==> src/rtl/sram_ctl_pkg.sv <==
// Shared definitions for the SRAM access controller: phase encoding and
// nanosecond-to-cycle helpers used to size every phase at elaboration.
package sram_ctl_pkg;

    typedef enum logic [2:0] {
        ST_IDLE  = 3'd0,
        ST_WSET  = 3'd1,
        ST_WPUL  = 3'd2,
        ST_WHLD  = 3'd3,
        ST_RACC  = 3'd4,
        ST_RTAIL = 3'd5
    } phase_t;

    // Whole cycles covering a nanosecond minimum; zero stays zero.
    function automatic int ns_to_cyc(input int ns, input int clk_ns);
        return (ns <= 0) ? 0 : (ns + clk_ns - 1) / clk_ns;
    endfunction

    function automatic int imax(input int a, input int b);
        return (a > b) ? a : b;
    endfunction

endpackage

==> src/rtl/sram_ctl_timer.sv <==
// Phase length counter. Assumes the sequencer loads (length-1) at the edge
// that enters a phase; done is high in the last cycle of that phase.
module sram_ctl_timer #(
    parameter int CNT_W = 4
) (
    input  logic             clk,
    input  logic             rst_n,
    input  logic             load,
    input  logic [CNT_W-1:0] load_val,
    output logic             done
);

    logic [CNT_W-1:0] cnt;

    // Load a new phase length or count down towards zero.
    always_ff @(posedge clk) begin
        if (!rst_n) begin
            cnt <= '0;
        end else if (load) begin
            cnt <= load_val;
        end else if (cnt != '0) begin
            cnt <= cnt - 1'b1;
        end
    end

    assign done = (cnt == '0);

endmodule

==> src/rtl/sram_ctl_datapath.sv <==
// Request latch and read capture. Assumes accept and sample are single-cycle
// strobes from the sequencer; address and write data change only on accept.
module sram_ctl_datapath #(
    parameter int ADDR_W = 15,
    parameter int DATA_W = 8
) (
    input  logic              clk,
    input  logic              rst_n,
    input  logic              accept,
    input  logic [ADDR_W-1:0] req_addr,
    input  logic [DATA_W-1:0] req_wdata,
    input  logic              sample,
    input  logic [DATA_W-1:0] mem_dq_i,
    output logic [ADDR_W-1:0] mem_addr,
    output logic [DATA_W-1:0] mem_dq_o,
    output logic              rsp_valid,
    output logic [DATA_W-1:0] rsp_rdata
);

    // Hold address and write byte for the whole access.
    always_ff @(posedge clk) begin
        if (!rst_n) begin
            mem_addr <= '0;
            mem_dq_o <= '0;
        end else if (accept) begin
            mem_addr <= req_addr;
            mem_dq_o <= req_wdata;
        end
    end

    // Capture the bus at the end of the read window and pulse valid.
    always_ff @(posedge clk) begin
        if (!rst_n) begin
            rsp_valid <= 1'b0;
            rsp_rdata <= '0;
        end else begin
            rsp_valid <= sample;
            if (sample) begin
                rsp_rdata <= mem_dq_i;
            end
        end
    end

    p_rdata_moves_with_valid_r6: assert property (@(posedge clk) disable iff (!rst_n)
        !$stable(rsp_rdata) |-> rsp_valid);

endmodule

==> src/rtl/sram_ctl_fsm.sv <==
// Access sequencer. Walks idle -> setup -> pulse -> hold for writes and
// idle -> access -> optional tail for reads. Every strobe is a flip-flop.
// Assumes the phase lengths are at least 1 and the pulse length at least 2.
module sram_ctl_fsm
    import sram_ctl_pkg::*;
#(
    parameter int CNT_W    = 4,
    parameter int S_LEN    = 1,
    parameter int P_LEN    = 2,
    parameter int H_LEN    = 1,
    parameter int RA_LEN   = 1,
    parameter int TAIL_LEN = 0
) (
    input  logic             clk,
    input  logic             rst_n,
    input  logic             req_valid,
    input  logic             req_write,
    input  logic             timer_done,
    output logic             req_ready,
    output logic             accept,
    output logic             sample,
    output logic             timer_load,
    output logic [CNT_W-1:0] timer_val,
    output logic             mem_ce_n,
    output logic             mem_we_n,
    output logic             mem_oe_n,
    output logic             mem_dq_oe
);

    localparam logic [CNT_W-1:0] S_LD  = CNT_W'(S_LEN - 1);
    localparam logic [CNT_W-1:0] P_LD  = CNT_W'(P_LEN - 1);
    localparam logic [CNT_W-1:0] H_LD  = CNT_W'(H_LEN - 1);
    localparam logic [CNT_W-1:0] RA_LD = CNT_W'(RA_LEN - 1);
    localparam logic [CNT_W-1:0] T_LD  = (TAIL_LEN > 0) ? CNT_W'(TAIL_LEN - 1) : '0;
    localparam bit HAS_TAIL = (TAIL_LEN > 0);

    phase_t state;

    assign req_ready = (state == ST_IDLE);
    assign accept    = req_ready && req_valid;
    assign sample    = (state == ST_RACC) && timer_done;

    // Phase length to load at each phase entry.
    always_comb begin
        timer_load = 1'b0;
        timer_val  = '0;
        case (state)
            ST_IDLE: if (accept) begin
                timer_load = 1'b1;
                timer_val  = req_write ? S_LD : RA_LD;
            end
            ST_WSET: if (timer_done) begin
                timer_load = 1'b1;
                timer_val  = P_LD;
            end
            ST_WPUL: if (timer_done) begin
                timer_load = 1'b1;
                timer_val  = H_LD;
            end
            ST_RACC: if (timer_done && HAS_TAIL) begin
                timer_load = 1'b1;
                timer_val  = T_LD;
            end
            default: ;
        endcase
    end

    // Phase transitions and registered strobe / driver control.
    always_ff @(posedge clk) begin
        if (!rst_n) begin
            state     <= ST_IDLE;
            mem_ce_n  <= 1'b1;
            mem_we_n  <= 1'b1;
            mem_oe_n  <= 1'b1;
            mem_dq_oe <= 1'b0;
        end else begin
            case (state)
                ST_IDLE: if (req_valid) begin
                    mem_ce_n <= 1'b0;
                    if (req_write) begin
                        state <= ST_WSET;
                    end else begin
                        mem_oe_n <= 1'b0;
                        state    <= ST_RACC;
                    end
                end
                ST_WSET: if (timer_done) begin
                    mem_we_n <= 1'b0;
                    state    <= ST_WPUL;
                end
                ST_WPUL: begin
                    mem_dq_oe <= 1'b1;
                    if (timer_done) begin
                        mem_we_n <= 1'b1;
                        state    <= ST_WHLD;
                    end
                end
                ST_WHLD: if (timer_done) begin
                    mem_ce_n  <= 1'b1;
                    mem_dq_oe <= 1'b0;
                    state     <= ST_IDLE;
                end
                ST_RACC: if (timer_done) begin
                    mem_ce_n <= 1'b1;
                    mem_oe_n <= 1'b1;
                    state    <= HAS_TAIL ? ST_RTAIL : ST_IDLE;
                end
                ST_RTAIL: if (timer_done) begin
                    state <= ST_IDLE;
                end
                default: state <= ST_IDLE;
            endcase
        end
    end

    p_ce_low_under_we_r2: assert property (@(posedge clk) disable iff (!rst_n)
        !mem_we_n |-> !mem_ce_n);

    p_oe_high_in_write_r3: assert property (@(posedge clk) disable iff (!rst_n)
        (!mem_we_n || mem_dq_oe) |-> mem_oe_n);

endmodule

==> src/rtl/sram_ctl.sv <==
// Asynchronous SRAM access controller top. Converts nanosecond minimums to
// phase lengths and wires sequencer, phase timer and datapath. Assumes one
// outstanding request and a memory that is only ever touched by this block.
module sram_ctl
    import sram_ctl_pkg::*;
#(
    parameter int ADDR_W = 15,
    parameter int DATA_W = 8,
    parameter int CLK_NS = 4,
    parameter int T_AS   = 0,
    parameter int T_WP   = 40,
    parameter int T_DS   = 25,
    parameter int T_DH   = 0,
    parameter int T_AW   = 50,
    parameter int T_CW   = 50,
    parameter int T_WR   = 0,
    parameter int T_WC   = 55,
    parameter int T_AA   = 55,
    parameter int T_ACE  = 55,
    parameter int T_OE   = 35,
    parameter int T_RC   = 55
) (
    input  logic              clk,
    input  logic              rst_n,
    input  logic              req_valid,
    output logic              req_ready,
    input  logic              req_write,
    input  logic [ADDR_W-1:0] req_addr,
    input  logic [DATA_W-1:0] req_wdata,
    output logic              rsp_valid,
    output logic [DATA_W-1:0] rsp_rdata,
    output logic [ADDR_W-1:0] mem_addr,
    output logic              mem_ce_n,
    output logic              mem_we_n,
    output logic              mem_oe_n,
    output logic [DATA_W-1:0] mem_dq_o,
    output logic              mem_dq_oe,
    input  logic [DATA_W-1:0] mem_dq_i
);

    localparam int S_LEN  = imax(1, ns_to_cyc(T_AS, CLK_NS));
    localparam int P_LEN  = imax(imax(ns_to_cyc(T_WP, CLK_NS), ns_to_cyc(T_DS, CLK_NS) + 1),
                                 imax(2, imax(ns_to_cyc(T_AW, CLK_NS),
                                              ns_to_cyc(T_CW, CLK_NS)) - S_LEN));
    localparam int H_LEN  = imax(imax(1, ns_to_cyc(T_DH, CLK_NS)),
                                 imax(ns_to_cyc(T_WR, CLK_NS),
                                      ns_to_cyc(T_WC, CLK_NS) - S_LEN - P_LEN));
    localparam int RA_LEN = imax(imax(1, ns_to_cyc(T_AA, CLK_NS)),
                                 imax(ns_to_cyc(T_OE, CLK_NS), ns_to_cyc(T_ACE, CLK_NS)));
    localparam int T_LEN  = imax(0, ns_to_cyc(T_RC, CLK_NS) - RA_LEN);
    localparam int MAXLEN = imax(imax(S_LEN, P_LEN), imax(H_LEN, imax(RA_LEN, T_LEN)));
    localparam int CNT_W  = $clog2(MAXLEN + 1);

    logic             accept;
    logic             sample;
    logic             timer_load;
    logic [CNT_W-1:0] timer_val;
    logic             timer_done;

    sram_ctl_fsm #(
        .CNT_W    (CNT_W),
        .S_LEN    (S_LEN),
        .P_LEN    (P_LEN),
        .H_LEN    (H_LEN),
        .RA_LEN   (RA_LEN),
        .TAIL_LEN (T_LEN)
    ) u_fsm (
        .clk        (clk),
        .rst_n      (rst_n),
        .req_valid  (req_valid),
        .req_write  (req_write),
        .timer_done (timer_done),
        .req_ready  (req_ready),
        .accept     (accept),
        .sample     (sample),
        .timer_load (timer_load),
        .timer_val  (timer_val),
        .mem_ce_n   (mem_ce_n),
        .mem_we_n   (mem_we_n),
        .mem_oe_n   (mem_oe_n),
        .mem_dq_oe  (mem_dq_oe)
    );

    sram_ctl_timer #(
        .CNT_W (CNT_W)
    ) u_timer (
        .clk      (clk),
        .rst_n    (rst_n),
        .load     (timer_load),
        .load_val (timer_val),
        .done     (timer_done)
    );

    sram_ctl_datapath #(
        .ADDR_W (ADDR_W),
        .DATA_W (DATA_W)
    ) u_dp (
        .clk       (clk),
        .rst_n     (rst_n),
        .accept    (accept),
        .req_addr  (req_addr),
        .req_wdata (req_wdata),
        .sample    (sample),
        .mem_dq_i  (mem_dq_i),
        .mem_addr  (mem_addr),
        .mem_dq_o  (mem_dq_o),
        .rsp_valid (rsp_valid),
        .rsp_rdata (rsp_rdata)
    );

    p_we_high_on_addr_change_r2: assert property (@(posedge clk) disable iff (!rst_n)
        (mem_addr != $past(mem_addr)) |-> (mem_we_n && $past(mem_we_n)));

    p_drive_after_we_low_r3: assert property (@(posedge clk) disable iff (!rst_n)
        $rose(mem_dq_oe) |-> ($past(!mem_we_n) && !mem_we_n));

    p_release_after_end_r3: assert property (@(posedge clk) disable iff (!rst_n)
        $fell(mem_dq_oe) |-> ($past(mem_we_n) && mem_we_n));

    p_valid_single_pulse_r6: assert property (@(posedge clk) disable iff (!rst_n)
        rsp_valid |=> !rsp_valid);

    p_idle_strobes_r1: assert property (@(posedge clk) disable iff (!rst_n)
        req_ready |-> (mem_ce_n && mem_we_n && mem_oe_n && !mem_dq_oe));

endmodule

==> config.mk <==
export PLATFORM = sky130hd
export DESIGN_NAME = sram_ctl
export DESIGN_NICKNAME = d
export VERILOG_FILES = /design/src/rtl/sram_ctl_pkg.sv /design/src/rtl/sram_ctl_timer.sv /design/src/rtl/sram_ctl_datapath.sv /design/src/rtl/sram_ctl_fsm.sv /design/src/rtl/sram_ctl.sv
export SDC_FILE = /design/constraint.sdc
export NUM_CORES = 1
export LEC_CHECK = 0
export BUFFER_PORTS_ARGS = -buffer_cell sky130_fd_sc_hd__buf_2
export CORE_UTILIZATION = 46
export CTS_CLUSTER_DIAMETER = 60
export DETAILED_ROUTE_END_ITERATION = 10
export PLACE_DENSITY = 0.77
export SLEW_MARGIN = 25
export SYNTH_ARGS = -nofsm -noshare
export SYNTH_HDL_FRONTEND = slang
export SYNTH_SLANG_ARGS = --single-unit
==> constraint.sdc <==
create_clock -name clk -period 2.45 [get_ports clk]
set_input_delay 0.49 -clock clk [delete_from_list [all_inputs] [get_ports clk]]
set_output_delay 0.49 -clock clk [all_outputs]
set_load 0.1 [all_outputs]
==> impl_metrics.yaml, run 1 <==
global_route:
  grt_pass1_wl_mm: 5.81
  grt_overflow_total: 0
  grt_max_degree: 26
  grtUsageTotal_pct: 18.5
  grt_pass1_vias: 1343
  antenna_found_initial: 0
detailed_routing:
  drt_iter0_drc: 92
  avgRoutedWirePerCell_um: 11.3
  firstDrtPassIters: 4
  drc: 0
  routed_via_density: 4.92
  vias: 1560
  routed_wl_mm: 3.58
  drtAntennaViolNets: 0
hold_path:
  min_from: "req_wdata[4]"
  min_path_cells: 3
  whs_endpoint: "u_dp.mem_dq_o[4]"
  holdCritPathClass: "input pin to flop"
clocking:
  clk_path_buf_depth: 2
  cts_tree: "built"
  htreeDepth: 2
  cts_hold_buf: 0
  clk_pin_slew_ps: 80
  post_cts_buffers: 0
  clock-root-buffer: "clkbuf_8"
  clock_sinks: 43
  clock_latency_ps: 300
  cts_resized: 0
  cts_made_buffers: 5
power:
  p_int_w: 0.00132
  total_power_w: 0.00263
  irDropWorstVdd_uv: 590
  p_leak_nw: 1.07
  power.share.switching_pct: 49.9
  powerDensity_nw_per_um2: 1210
  p_sw_w: 0.00131
  p_seq_share_pct: 34.8
  clkPwrFrac_pct: 16.6
  pwr-share-comb_pct: 48.6
layout:
  area_delta_synth_final_pct: 27.5
  design_area_um2: 2160
  layout.cells.non_filler: 317
  drive_above_1_share_pct: 31.7
  num_antenna_cells: 0
  fin_nets: 306
synthesis:
  synth_edf_count: 0
  synth_warnings: 0
  synth_area_um2: 1700
  syn_area_per_cell_um2: 8.35
  yosysSeqAreaShare_pct: 50.8
  netlist_instances: 203
  synth_cell_types: 32
  synthArstFlopShare_pct: 0
  synth_ff_type: "dfxtp_1"
  synth-seq-cells: 43
  synth_nets: 239
place:
  postPlaceCellArea_um2: 2080
  place_congestion: 0.879
  hpwl_mm: 2.51
  port_buffers: 71
  dp_cells: 309
timing:
  fin_crit_ps: 1960
  skew_ps: 6.82
  max_freq_mhz: 511
  fin_crit_sh_pct: 79.9
  relSlewSlack_pct: 48.5
  hold_violations: 0
  fin_tns_setup_ps: 0
  tightest_slew_ps: 773
  rsz0062_at_grt: "false"
  setup_violations: 0
  slew_violations: 0
critical_path:
  start_kind: "flop"
  r2r_cells: 6
  r2r_end: "u_timer.cnt[2]"
  cp-end-kind: "flop"
  critPathLaunch: "u_timer.cnt[0]"
  reg2reg_from: "u_timer.cnt[0]"
  r2r_slack_ps: 490
  critical_path_class: "flop to flop"
  path_max_fanout: 7
  cp.required_ps: 2650
  cp.arrival_ps: 2150
die:
  coreArea_um2: 3440
  start_util_pct: 49.3
  num_rows: 21
  die_y_um: 62.7
  die_x_um: 62.7
  die-area_um2: 3930
  ioPinCount: 72
run_status:
  status: "complete, no violations"
flow_run:
  max-cap-violations: 0
power groups by stage:
stage	registers [W]	logic, W	clock network (W)
final	0.000913	0.00128	0.000436
after global routing	0.000932	0.00135	0.000472
after CTS	0.000913	0.00128	0.000443
after detailed placement	0.000929	0.00128	0
after global placement	0.000925	0.00127	0
after floorplan	0.00147	0.000547	0
stage by stage:
| stage | worst slack [ps] | hold WS, ps | utilization (%) |
|---|---|---|---|
| after floorplan | 45.0 | 494 | - |
| after global placement | 492 | 440 | 60.3 |
| after detailed placement | 464 | 443 | 60.3 |
| after CTS | 492 | 420 | 62.8 |
| after global routing | 409 | 421 | 62.8 |
| final | 492 | 418 | 62.8 |
worst max-delay path, stage by stage (launching register included):
cell and delay [ps]:
dfxtp_1 320, inv_1 80, ha_1 220, or3b_1 470, or4b_4 540, a31oi_1 180, nor2_1 50
cells by family (layout without fill, tap and decap cells):
logic type,Yosys count,count (layout),share of synthesized area (%)
simple gates,84,84,22.3
compound gates,46,46,15.5
flops,43,43,50.8
buf+inv,18,86,4.43
mux,8,8,4.72
xor+xnor,3,3,1.55
fa+ha+maj,1,1,0.738
area by class of cell:
type | count | area, um^2
multi-input combinational | 142 | 764
sequential | 43 | 861
tap | 46 | 57.6
clock inverter | 2 | 12.5
timing repair buffer | 74 | 378
inverter | 4 | 15.0
clock buffer | 6 | 72.6
fill | 333 | 1280
cells in the final DEF (no fill, tap or decap), drive strengths merged:
cell type	count
nand2b	1
a2bb2oi	1
clkinv	2
a31oi	1
o21ai	8
nor2b	1
xor2	3
and4bb	1
o2bb2ai	1
nand3	3
a22oi	2
ha	1
clkbuf	6
o211ai	1
mux2i	8
o31ai	1
inv	3
o2111ai	1
dfxtp	43
nor2	16
buf	74
or4b	2
or3	1
or3b	1
a21o	2
clkinvlp	1
a21oi	27
nand2	49
and2	2
nor3	6
nor3b	1
o211a	1
how the worst max path moves through the flow:
stage	to	slack, ps	cells after the start
finish	u_timer.cnt[2]	490	6
global route	u_timer.cnt[2]	410	6
CTS	u_timer.cnt[2]	490	6
detailed placement	u_fsm.mem_oe_n	460	4
global placement	u_fsm.mem_oe_n	490	4
floorplan	u_dp.mem_addr[0]	40	6
Yosys cell counts (2+ instances only):
cell	instances	area, um^2
nand2_1	49	184
dfxtp_1	43	861
a21oi_1	27	135
nor2_1	16	60.1
clkbuf_1	8	30.0
mux2i_1	8	80.1
o21ai_0	8	40.0
buf_2	6	30.0
nor3_1	6	30.0
inv_1	3	11.3
nand3_1	3	15.0
xor2_1	3	26.3
a21o_1	2	15.0
a22oi_1	2	15.0
and2_1	2	12.5
flip-flops by register name (all words and copies together) (netlist names):
name	flops
u_fsm.mem_ce_n	1
u_timer.cnt	4
u_dp.mem_addr	15
u_dp.rsp_rdata	8
u_dp.rsp_valid	1
u_fsm.mem_oe_n	1
u_fsm.mem_dq_oe	1
u_dp.mem_dq_o	8
u_fsm.mem_we_n	1
u_fsm.state	3
per-layer routing:
metal | wire length [um] | part of all wire (%) | global-route usage (%)
met5 | 0 | 0 | 0
met4 | 60 | 1.7 | 6.98
met3 | 195 | 5.4 | 5.66
met2 | 1680 | 47 | 30.6
met1 | 1640 | 46 | 22.3
Power figures use the tool's default switching activity.
==> run 2, diff against run 1 <==
--- a/config.mk
+++ b/config.mk
@@ -5,11 +5,12 @@
 export SDC_FILE = /design/constraint.sdc
 export NUM_CORES = 1
 export LEC_CHECK = 0
+export ABC_AREA = 1
 export BUFFER_PORTS_ARGS = -buffer_cell sky130_fd_sc_hd__buf_2
-export CORE_UTILIZATION = 46
+export CORE_UTILIZATION = 47
 export CTS_CLUSTER_DIAMETER = 60
 export DETAILED_ROUTE_END_ITERATION = 10
-export PLACE_DENSITY = 0.77
+export PLACE_DENSITY = 0.79
 export SLEW_MARGIN = 25
 export SYNTH_ARGS = -nofsm -noshare
 export SYNTH_HDL_FRONTEND = slang
==> constraint.sdc (replaced) <==
create_clock -name clk -period 1.9 [get_ports clk]
set_input_delay 0.38 -clock clk [delete_from_list [all_inputs] [get_ports clk]]
set_output_delay 0.38 -clock clk [all_outputs]
set_load 0.1 [all_outputs]
==> run 2 against run 1 <==
  * Critical path depth shrank 2
  * Routed wire length grew 4.6%
  * Critical path type is now flop to primary output
  * Global-route usage grew 2.1 points
  * Sequential cell count is the same
  * Via count grew 7.1%
  * Combinational power grew 62%
  * Register-to-register slack lost 110 ps
  * First-iteration DRC count shrank 41%
  * Sequential power grew 31%
  * Clock-buffer cell count is the same
  * Die area shrank 0.88%
==> impl_metrics.yaml, run 2 <==
run_status:
  status: "complete, no violations"
global_route:
  grt_pass1_wl_mm: 6.46
  grt_pass1_vias: 1490
  grt_max_degree: 24
  antenna_found_initial: 0
  grtUsageTotal_pct: 20.6
  grt_overflow_total: 0
die:
  die-area_um2: 3900
  coreArea_um2: 3420
  start_util_pct: 50.3
  num_rows: 21
  die_x_um: 62.4
  ioPinCount: 72
  die_y_um: 62.4
detailed_routing:
  routed_wl_mm: 3.75
  firstDrtPassIters: 4
  routed_via_density: 4.82
  avgRoutedWirePerCell_um: 10.8
  vias: 1671
  drt_iter0_drc: 54
  drtAntennaViolNets: 0
  drc: 0
layout:
  drive_above_1_share_pct: 29.9
  area_delta_synth_final_pct: 25.2
  mostFrequentLayoutCell: "buf_2"
  largestRegisters: "u_dp.mem_addr x15, u_dp.mem_dq_o x8, u_dp.rsp_rdata x8"
  num_antenna_cells: 0
  fin_nets: 336
  mostFrequentLayoutCells: "70 x buf_2, 68 x nand2_1, 43 x dfxtp_1, 32 x a21oi_1, 27 x nor2_1"
  fill_cells: 346
  largest_reg_flops: 15
  regMostFlops: "u_dp.mem_addr"
synthesis:
  syn_area_per_cell_um2: 7.53
  synth_ff_type: "dfxtp_1"
  synth_commonest_cells: "68 x nand2_1, 43 x dfxtp_1, 32 x a21oi_1"
  synthTopCellsByArea: "dfxtp_1 50%, nand2_1 15%, a21oi_1 9.3%"
  synth_nets: 264
  netlist_instances: 228
  yosysSeqAreaShare_pct: 50.1
  synth_cell_types: 22
  synth_edf_count: 0
  yosys.area.top_type: "dfxtp_1"
  synth_top_area_share_pct: 50.1
  synth_warnings: 0
  synth_area_um2: 1720
  synth-seq-cells: 43
  synthArstFlopShare_pct: 0
  yosysMostFrequentCell: "nand2_1"
timing:
  slew_violations: 0
  tightest_slew_ps: 495
  holdWs_ps: 248
  fin_tns_setup_ps: 0
  setup_violations: 0
  relSlewSlack_pct: 67.2
  fin_crit_sh_pct: 92.4
  rsz0062_at_grt: "false"
  max_freq_mhz: 570
  fin_crit_ps: 1760
  hold_violations: 0
  skew_ps: 10.7
place:
  port_buffers: 71
  place_congestion: 0.884
  hpwl_mm: 2.65
critical_path:
  start_kind: "flop"
  critical_path_class: "flop to primary output"
  cp-end-kind: "primary output"
  cp.arrival_ps: 1380
  r2r_end: "u_fsm.mem_we_n"
  r2r_cells: 7
  path_max_fanout: 5
  cp.required_ps: 1520
  reg2reg_from: "u_timer.cnt[0]"
  r2r_slack_ps: 380
clocking:
  clk_pin_slew_ps: 130
  clk_path_buf_depth: 2
  clock-root-buffer: "clkbuf_4"
  cts_made_buffers: 5
  htreeDepth: 2
  post_cts_buffers: 0
  clock_sinks: 43
  clock_latency_ps: 350
  cts_tree: "built"
power:
  p_leak_nw: 1.07
  irDropWorstVdd_uv: 869
  powerDensity_nw_per_um2: 1720
hold_path:
  holdCritPathClass: "input pin to flop"
  min_path_cells: 3
  min_from: "mem_dq_i[7]"
  whs_endpoint: "u_dp.rsp_rdata[7]"
flow_run:
  max-cap-violations: 0
run 2: cell types whose count changed after synthesis, sizes merged, moves of 5 or more:
cell and change:
nor2 +12, nor3 -5, mux2i -8, inv +13, nand3 +10, a21oi +5, nand2 +20
run 2: cell type report:
type	instances	area, um^2	share of cell area [%]
clock inverter	2	12.5	0.582
inverter	16	62.6	2.91
tap	46	57.6	2.68
timing repair buffer	74	380	17.7
clock buffer	6	41.3	1.92
multi-input combinational	160	734	34.2
sequential	43	861	40.0
run 2: cells by family after synthesis:
group | Yosys count | synth area share, %
AND/OR/NAND/NOR | 112 | 27.8
buffers and inverters | 25 | 7.07
AO/OA/AOI/OAI | 46 | 13.7
adder cells (fa/ha/maj) | 1 | 0.729
flip-flops | 43 | 50.1
XOR/XNOR | 1 | 0.510
run 2: worst max-delay path by stage:
| stage | endpoint | depth (start not counted) | startpoint |
|---|---|---|---|
| after floorplan | req_ready | 3 | u_fsm.state[0] |
| after global placement | u_dp.rsp_rdata[4] | 7 | u_timer.cnt[0] |
| after detailed placement | u_dp.rsp_rdata[5] | 7 | u_timer.cnt[0] |
| after CTS | req_ready | 4 | u_fsm.state[0] |
| after global routing | req_ready | 4 | u_fsm.state[1] |
| final | req_ready | 4 | u_fsm.state[0] |
run 2: report_power, final:
group	internal [W]	switching (W)	leakage [nW]	total [W]
Sequential	0.00109	0.000119	0.352	0.00120
Combinational	0.000423	0.00165	0.692	0.00207
Clock	0.000143	0.000277	0.0282	0.000420
Total	0.00165	0.00204	1.07	0.00370
run 2: per-layer routing:
metal	up-vias	global-route usage [%]	part of all wire, %
met3	5	5.29	4.9
li1	874	-	-
met2	46	32.7	45
met4	0	7.85	1.4
met5	-	0	0
met1	746	26.7	48
run 2: what timing repair did:
action / CTS / global route
hold buffers: 0 / 0
resized for setup: 0 / 1
endpoints found under the setup margin: 0 / 1
run 2: worst max-delay path, cell delays in order (launching register included):
cell and delay [ps]:
dfxtp_1 390, nor2_4 160, nand2_1 80, inv_1 70, clkbuf_4 320
run 2: through the flow:
step | area [um^2] | power [W] | std cells | worst slack, ps | utilization [%]
finish | 2150 | 0.00370 | 347 | 144 | 62.9
global route | 2150 | 0.00393 | 347 | 41.0 | 62.9
CTS | 2150 | 0.00371 | 347 | 44.3 | 62.9
detailed placement | 2090 | 0.00329 | 339 | 379 | 61.3
global placement | 2090 | 0.00327 | 339 | 445 | 61.3
floorplan | 1720 | 0.00299 | 228 | 352 | -
==> run 3, diff against run 2 <==
--- a/config.mk
+++ b/config.mk
@@ -7,10 +7,10 @@
 export LEC_CHECK = 0
 export ABC_AREA = 1
 export BUFFER_PORTS_ARGS = -buffer_cell sky130_fd_sc_hd__buf_2
-export CORE_UTILIZATION = 47
+export CORE_UTILIZATION = 42
 export CTS_CLUSTER_DIAMETER = 60
 export DETAILED_ROUTE_END_ITERATION = 10
-export PLACE_DENSITY = 0.79
+export PLACE_DENSITY = 0.72
 export SLEW_MARGIN = 25
 export SYNTH_ARGS = -nofsm -noshare
 export SYNTH_HDL_FRONTEND = slang
==> run 3 against run 2 <==
  * Non-clock buffer count down 1
  * Largest power group unchanged
  * Via count is 0.24% lower
  * Sequential share of layout area decreased by 0.51 points
  * Final cell count fell by 0.29%
  * First-iteration DRC count increased by 57%
  * Clock skew shrank 5.9 ps
  * Utilization down 5.6 points
  * Worst setup slack worse by 30 ps
  * Sequential cell count unchanged
  * Total power up 3.0%
  * Combinational power is essentially flat
==> impl_metrics.yaml, run 3 (synthesis gave the netlist of run 2 again) <==
timing:
  fin_tns_setup_ps: 0
  slew_violations: 0
  fin_crit_sh_pct: 94.0
  setup_violations: 0
  skew_ps: 4.72
  rsz0062_at_grt: "false"
  relSlewSlack_pct: 62.1
  tightest_slew_ps: 568
  max_freq_mhz: 560
  fin_crit_ps: 1790
  hold_violations: 0
die:
  die-area_um2: 4350
  num_rows: 22
  start_util_pct: 45.2
  die_y_um: 65.9
  ioPinCount: 72
  coreArea_um2: 3800
  die_x_um: 65.9
layout:
  num_antenna_cells: 0
  mostFrequentLayoutCell: "buf_2"
  regMostFlops: "u_dp.mem_addr"
  largestRegisters: "u_dp.mem_addr x15, u_dp.mem_dq_o x8, u_dp.rsp_rdata x8"
  layout.cells.non_filler: 346
  mostFrequentLayoutCells: "71 x buf_2, 68 x nand2_1, 43 x dfxtp_1, 32 x a21oi_1, 27 x nor2_1"
  area_delta_synth_final_pct: 26.8
  fin_nets: 335
  largest_reg_flops: 15
  drive_above_1_share_pct: 29.5
critical_path:
  crit_buf_inv: 2
  path_max_fanout: 5
  start_kind: "flop"
  cp.required_ps: 1520
  cp_num_cells: 4
  critical_path_class: "flop to primary output"
  cp_cell_sequence: "nor2_4 > nand2_1 > inv_1 > buf_2"
  cp_top_family: "buffers and inverters"
  cp_slowest_stage_delay_ps: 420
  reg2reg_from: "u_timer.cnt[0]"
  cp-end-kind: "primary output"
  critPathLaunch: "u_fsm.state[0]"
  r2r_cells: 7
  cp.arrival_ps: 1410
  crit_path_top_delay_cell: "buf_2"
clocking:
  cts_made_buffers: 5
  clock-root-buffer: "clkbuf_8"
  clock_latency_ps: 290
  cts_resized: 0
  clk_path_buf_depth: 2
  cts_hold_buf: 0
  clock_sinks: 43
  post_cts_buffers: 0
  htreeDepth: 2
  cts_tree: "built"
  clk_pin_slew_ps: 70
place:
  place_congestion: 0.831
  port_buffers: 71
  hpwl_mm: 2.77
  dp_cells: 340
detailed_routing:
  routed_via_density: 4.82
  routed_wl_mm: 3.83
  drtAntennaViolNets: 0
  drt_iter0_drc: 85
  drc: 0
  vias: 1667
  avgRoutedWirePerCell_um: 11.1
  firstDrtPassIters: 4
global_route:
  grt_pass1_wl_mm: 6.14
  grt_max_degree: 24
  grtUsageTotal_pct: 18.8
  grt_pass1_vias: 1371
  antenna_found_initial: 0
  grt_overflow_total: 0
hold_path:
  min_path_cells: 3
  min_from: "mem_dq_i[7]"
  holdCritPathClass: "input pin to flop"
flow_run:
  max-cap-violations: 0
run_status:
  status: "complete, no violations"
power:
  p_leak_nw: 1.08
  irDropWorstVdd_uv: 814
  powerDensity_nw_per_um2: 1750
==> run 3: metal layers <==
layer / global-route usage (%) / wire [um]
met3: 6.90 / 302
met4: 5.59 / 47
met5: 0 / 0
met2: 27.8 / 1640
met1: 25.3 / 1840
==> run 3: worst reg2reg max path, cell delays in order (launching register included) <==
cell and delay (ps):
dfxtp_1 320, inv_1 90, ha_1 230, nand3_2 170
nor3_4 370, inv_4 110, nor2_1 120, nor2_1 50
==> run 3: area by class of cell <==
class	instances	area [um^2]
Tap cell	48	60.1
Sequential cell	43	861
Fill cell	381	1620
Inverter	16	62.6
Clock inverter	1	7.51
Clock buffer	5	68.8
Timing Repair Buffer	73	383
Multi-Input combinational cell	160	734
==> run 3: stage by stage <==
stage	power [W]	util (%)	setup WS, ps	hold slack (ps)	area [um^2]
final	0.00381	57.3	114	308	2180
after global routing	0.00404	57.3	43.9	301	2180
after CTS	0.00384	57.3	111	302	2180
after detailed placement	0.00329	55.3	316	442	2100
after global placement	0.00329	55.3	313	438	2100
after floorplan	0.00299	-	352	483	1720
==> run 3: final timing paths <==
path / endpoint / slack, ps
min: u_dp.rsp_rdata[7] / 310
max reg2reg: u_dp.rsp_rdata[3] / 330
min reg2reg: u_fsm.mem_oe_n / 460
max: req_ready / 110
==> run 3: power by group <==
| part | internal, W | switching (W) |
|---|---|---|
| logic | 0.000419 | 0.00165 |
| clock network | 0.000244 | 0.000293 |
| registers | 0.00109 | 0.000117 |
| total | 0.00175 | 0.00206 |
